<file path="config.mk">
export PLATFORM = sky130hd
export DESIGN_NAME = t1_rx_datalink_capture
export DESIGN_NICKNAME = d
export VERILOG_FILES = /design/src/rtl/t1dl_pkg.sv /design/src/rtl/rxdl_ctrl.sv /design/src/rtl/rxdl_datapath.sv /design/src/rtl/t1_rx_datalink_capture.sv
export SDC_FILE = /design/constraint.sdc
export NUM_CORES = 1
export LEC_CHECK = 0
export BUFFER_PORTS_ARGS = -buffer_cell sky130_fd_sc_hd__buf_2
export CAP_MARGIN = 25
export CELL_PAD_IN_SITES_DETAIL_PLACEMENT = 2
export CELL_PAD_IN_SITES_GLOBAL_PLACEMENT = 2
export CORE_MARGIN = 3
export CORE_UTILIZATION = 28
export CTS_CLUSTER_DIAMETER = 50
export DETAILED_ROUTE_END_ITERATION = 12
export PLACE_DENSITY = 0.72
export SLEW_MARGIN = 30
export SYNTH_ARGS = -nofsm -noshare
export SYNTH_HDL_FRONTEND = slang
export SYNTH_SLANG_ARGS = --single-unit
</file>
<file path="constraint.sdc">
create_clock -name clk -period 1.17 [get_ports clk]
set_clock_uncertainty 0.1 [all_clocks]
set_input_delay 0.234 -clock clk [delete_from_list [all_inputs] [get_ports clk]]
set_output_delay 0.234 -clock clk [all_outputs]
set_load 0.1 [all_outputs]
</file>
<file path="src/rtl/t1dl_pkg.sv">
package t1dl_pkg;

  // Strobes handed from control to datapath each cycle
  typedef struct packed {
    logic shiftEn;
    logic clearShift;
    logic loadHold;
  } rxdlStrobes_t;

  localparam int STATUS_BITS = 2;
  localparam int FULL_IDX    = 0;
  localparam int OVR_IDX     = 1;

endpackage

</file>
<file path="src/rtl/rxdl_ctrl.sv">
module rxdl_ctrl
  import t1dl_pkg::*;
#(
  parameter int DATA_W  = 8,
  parameter int FS_BITS = 6
) (
  input  logic                   clk,
  input  logic                   rstN,
  input  logic                   modeD4,
  input  logic                   slotStrobe,
  input  logic                   mfStrobe,
  input  logic                   clrWrEn,
  input  logic [STATUS_BITS-1:0] clrBits,
  input  logic                   maskFull,
  output rxdlStrobes_t           strobes,
  output logic                   fullOut,
  output logic                   overrunOut,
  output logic                   irqN
);

  localparam int CNT_W = (DATA_W > 1) ? $clog2(DATA_W) : 1;
  localparam logic [CNT_W-1:0] CNT_LAST = CNT_W'(DATA_W - 1);

  logic             modePrev;
  logic             modeChange;
  logic [CNT_W-1:0] bitCnt;
  logic             byteDone;
  logic             loadPend;
  logic             clrFull;
  logic             clrOvr;

  assign modeChange = (modeD4 != modePrev);

  // ESF completes on the last slot of a byte; D4 completes on the boundary
  always_comb begin
    if (modeChange) begin
      byteDone = 1'b0;
    end else if (modeD4) begin
      byteDone = mfStrobe;
    end else begin
      byteDone = slotStrobe && (bitCnt == CNT_LAST);
    end
  end

  always_ff @(posedge clk) begin
    if (!rstN) begin
      modePrev <= 1'b0;
      bitCnt   <= '0;
      loadPend <= 1'b0;
    end else begin
      modePrev <= modeD4;
      loadPend <= byteDone;
      if (modeChange || modeD4) begin
        bitCnt <= '0;
      end else if (slotStrobe) begin
        bitCnt <= (bitCnt == CNT_LAST) ? '0 : bitCnt + 1'b1;
      end
    end
  end

  always_comb begin
    strobes.shiftEn    = slotStrobe && !modeChange;
    strobes.clearShift = modeChange;
    strobes.loadHold   = loadPend;
  end

  assign clrFull = clrWrEn && clrBits[FULL_IDX];
  assign clrOvr  = clrWrEn && clrBits[OVR_IDX];

  // A transfer wins over a clear of the same flag
  always_ff @(posedge clk) begin
    if (!rstN) begin
      fullOut    <= 1'b0;
      overrunOut <= 1'b0;
    end else begin
      if (loadPend) begin
        fullOut <= 1'b1;
      end else if (clrFull) begin
        fullOut <= 1'b0;
      end
      if (loadPend && fullOut && !clrFull) begin
        overrunOut <= 1'b1;
      end else if (clrOvr) begin
        overrunOut <= 1'b0;
      end
    end
  end

  assign irqN = !(fullOut && maskFull);

endmodule

</file>
<file path="src/rtl/rxdl_datapath.sv">
module rxdl_datapath
  import t1dl_pkg::*;
#(
  parameter int DATA_W  = 8,
  parameter int FS_BITS = 6
) (
  input  logic              clk,
  input  logic              rstN,
  input  logic              modeD4,
  input  logic              slotBit,
  input  rxdlStrobes_t      strobes,
  output logic [DATA_W-1:0] dataOut
);

  localparam int ESF_TOP = DATA_W - 1;
  localparam int D4_TOP  = FS_BITS - 1;

  logic [DATA_W-1:0] shiftReg;
  logic [DATA_W-1:0] shiftNext;
  logic [DATA_W-1:0] holdReg;

  // New bit enters at the top of the active field; older bits move down
  for (genvar i = 0; i < DATA_W; i++) begin : g_shift
    if (i < D4_TOP) begin : g_low
      assign shiftNext[i] = shiftReg[i+1];
    end else if (i == D4_TOP && i < ESF_TOP) begin : g_fsTop
      assign shiftNext[i] = modeD4 ? slotBit : shiftReg[i+1];
    end else if (i < ESF_TOP) begin : g_mid
      assign shiftNext[i] = modeD4 ? 1'b0 : shiftReg[i+1];
    end else if (i == D4_TOP) begin : g_shared
      assign shiftNext[i] = slotBit;
    end else begin : g_top
      assign shiftNext[i] = modeD4 ? 1'b0 : slotBit;
    end
  end

  always_ff @(posedge clk) begin
    if (!rstN) begin
      shiftReg <= '0;
    end else if (strobes.clearShift) begin
      shiftReg <= '0;
    end else if (strobes.shiftEn) begin
      shiftReg <= shiftNext;
    end
  end

  always_ff @(posedge clk) begin
    if (!rstN) begin
      holdReg <= '0;
    end else if (strobes.loadHold) begin
      holdReg <= shiftReg;
    end
  end

  assign dataOut = holdReg;

endmodule

</file>
<file path="src/rtl/t1_rx_datalink_capture.sv">
module t1_rx_datalink_capture
  import t1dl_pkg::*;
#(
  parameter int DATA_W  = 8,
  parameter int FS_BITS = 6
) (
  input  logic              clk,
  input  logic              rstN,
  input  logic              modeD4,
  input  logic              slotStrobe,
  input  logic              slotBit,
  input  logic              mfStrobe,
  input  logic              clrWrEn,
  input  logic [1:0]        clrBits,
  input  logic              maskFull,
  output logic [DATA_W-1:0] dataOut,
  output logic              fullOut,
  output logic              overrunOut,
  output logic              irqN
);

  rxdlStrobes_t strobes;

  rxdl_ctrl #(
    .DATA_W (DATA_W),
    .FS_BITS(FS_BITS)
  ) u_ctrl (
    .clk       (clk),
    .rstN      (rstN),
    .modeD4    (modeD4),
    .slotStrobe(slotStrobe),
    .mfStrobe  (mfStrobe),
    .clrWrEn   (clrWrEn),
    .clrBits   (clrBits),
    .maskFull  (maskFull),
    .strobes   (strobes),
    .fullOut   (fullOut),
    .overrunOut(overrunOut),
    .irqN      (irqN)
  );

  rxdl_datapath #(
    .DATA_W (DATA_W),
    .FS_BITS(FS_BITS)
  ) u_dp (
    .clk    (clk),
    .rstN   (rstN),
    .modeD4 (modeD4),
    .slotBit(slotBit),
    .strobes(strobes),
    .dataOut(dataOut)
  );

endmodule

</file>
==> impl_metrics.ini <==
[cells_and_area]
syn_to_final_growth_pct = 53.91
final_util = 0.4754
fill_cells = 303
finish.instance_area_um2 = 1379
layout_common_cells = 15 x mux2i_1, 15 x nor2_1, 12 x buf_12
fin_nets = 130
num_antenna_cells = 0
drive_gt1_frac = 0.4741

[outcome]
violations = setup timing
outcome = complete, but fails checks

[logic_synthesis]
synthDistinctLibCells = 20
dominantRegCellSynth = dfxtp_1
synth_seq_cells = 23
synthesis.area_um2 = 895.9
synth_edf_count = 0
synth_fp_nets = 101
ys_seq_area_frac = 0.5140
syn_avg_cell_area_um2 = 10.18
syn_inst = 88
synth_warnings = 0
ys_async_sr_fraction = 0

[pwr]
total_power_mw = 1.320
leakage_nw = 0.5433
irDropWorstVdd_mv = 0.3689
cellPowerDensity_nw_per_um2 = 957.6

[critical_path]
path_common_cell = ha_4
crit_required_ns = 1.33
r2r-end = u_ctrl.bitCnt[0]$_SDFFE_PP0P_
regToRegSetupSlack_ns = -0.14
endpoint_kind = register
cpMaxStageDelayCell = dfxtp_2
cp.buffers_inverters = 0
cp_top_family = flip-flops
path_depth = 4
crit_end = u_ctrl.bitCnt[0]$_SDFFE_PP0P_
r2r_start = u_ctrl.bitCnt[1]$_SDFFE_PP0P_
worstPathMaxFanout = 2
critPathKind = register to register
worst_setup_path_start_kind = register
crit_chain = ha_4, ha_4, or3b_1, a21oi_2
cpPeakStageDelay_ns = 0.36
crit_arrival_ns = 1.47
r2r_cells = 4
crit_start = u_ctrl.bitCnt[1]$_SDFFE_PP0P_

[timing]
slew-limit-headroom = 0.7956
fin_ws_ns = -0.1398
finalCritPeriodShare = 1.119
worst_slew_pin_slew_ns = 0.3047
slew_violations = 0
clock.fmax_ghz = 0.7635
hold_violations = 0
period_minus_slack_ns = 1.310
finalSetupViolCount = 13
rsz0062_at_grt = yes
fin_setup_tns_ns = -0.5621

[run]
drv_cap = 0

[min_path]
worstHoldStart = mfStrobe
hp-class = input pin to register

[global_route]
antenna_found_initial = 0
grt_max_degree = 17
grt_busiest_layer = met2
grt_pass1_wl_um = 4029
grt_pass1_vias = 817
grtUsageMet2 = 0.2463
met1_usage = 0.1473
gr-total-overflow = 0
grt_usage = 0.1308
met3_usage = 0.01799

[routing]
drt_iter0_drc = 17
ant_nets = 0
routedWlPerCell_um = 15.25
viasPerCell = 4.475
num_vias = 707
first_pass_iters = 3
drc = 0
wl_um = 2409

[die]
core_um2 = 2900
initial_core_util = 0.3089
die_h_um = 62.57
placementRows = 19
die_w_um = 62.57
die_area_um2 = 3914
io_pins = 21

[clock_network]
clkLatencyLatePin_ns = 0.31
cts_buffer_depth = 2
clk_pin_slew_ns = 0.14
cts_max_level = 1
numCtsBuffers = 3
cts_tree = built
clock-sinks = 23
cts_root_buffer = clkbuf_4

[placed_design]
port_buffers = 20
dp_hpwl_um = 1901
dpl_cell_area_um2 = 1290
gp_congestion = 0.6868
[final cells by class]
type	instances	area (um^2)	area share
clock buffer	3	22.52	0.01633
timing repair buffer	28	337.8	0.2450
tap	42	52.55	0.03811
sequential	23	481.7	0.3494
clock inverter	1	5.005	0.003630
multi-input combinational	58	467.9	0.3394
inverter	3	11.26	0.008167
[Yosys cell counts (2+ instances only)]
cell type / number / area, um^2
buf_4: 2 / 15.01
nor2_1: 16 / 60.06
nand2b_1: 5 / 31.28
nand2_1: 4 / 15.01
ha_1: 3 / 37.54
inv_1: 2 / 7.510
a21oi_1: 4 / 20.02
mux2i_1: 15 / 150.1
nand3b_1: 4 / 30.03
dfxtp_1: 23 / 460.4
[power by group]
group / total (mW) / internal (mW) / switching, mW
Sequential: 0.798 / 0.789 / 0.00906
Clock: 0.371 / 0.128 / 0.243
Combinational: 0.151 / 0.0682 / 0.0831
Total: 1.32 / 0.985 / 0.336
[registers in the layout, indices dropped and copies added, names as in the netlist]
signal and cells:
u_dp.dataOut 8, u_ctrl.fullOut 1, u_dp.shiftReg 8, u_ctrl.overrunOut 1, u_ctrl.bitCnt 3, u_ctrl.modePrev 1
u_ctrl.loadPend 1
[worst min-delay path, delay by kind of cell]
| kind | cells | cell delay (ns) |
|---|---|---|
| compound gates | 1 | 0.06 |
| buf+inv | 1 | 0.11 |
| simple gates | 1 | 0.09 |
[timing repair]
action / CTS / global route
pin swaps: 4 / 2
hold buffers: 0 / 0
cloned: 0 / 0
resized for setup: 5 / 6
buffers inserted: 1 / 0
endpoints found under the setup margin: 16 / 20
[layer usage]
layer / routed length [um] / share of wire / up-vias
met3: 50 / 0.021 / 2
li1: - / - / 352
met2: 1330 / 0.55 / 6
met5: 0 / 0 / -
met1: 999 / 0.41 / 347
met4: 28 / 0.012 / 0
[worst min-delay path by stage]
stage | cells past startpoint | end
finish | 3 | u_ctrl.loadPend$_SDFF_PP0_
global route | 2 | u_ctrl.fullOut$_SDFFE_PN0P_
CTS | 3 | u_ctrl.loadPend$_SDFF_PP0_
detailed placement | 2 | u_ctrl.bitCnt[1]$_SDFFE_PP0P_
global placement | 2 | u_ctrl.bitCnt[1]$_SDFFE_PP0P_
floorplan | 1 | u_ctrl.fullOut$_SDFFE_PN0P_
[cell families after synthesis]
kind of cell / after synthesis / share of synthesized area
adders and majority gates: 3 / 0.04190
and+or+nand+nor: 31 / 0.1690
buffers and inverters: 7 / 0.03909
DFF: 23 / 0.5140
AOI/OAI and AO/OA: 9 / 0.06845
muxes: 15 / 0.1676
[through the flow]
stage,hold slack [ns],worst slack [ns],cells
floorplan,0.2511,-0.1115,88
global placement,0.3621,-0.1129,153
detailed placement,0.3882,-0.1587,153
CTS,0.06566,-0.1655,158
global route,0.07212,-0.1816,158
finish,0.1061,-0.1398,158
Note: power is estimated with default switching activity, not from simulation.
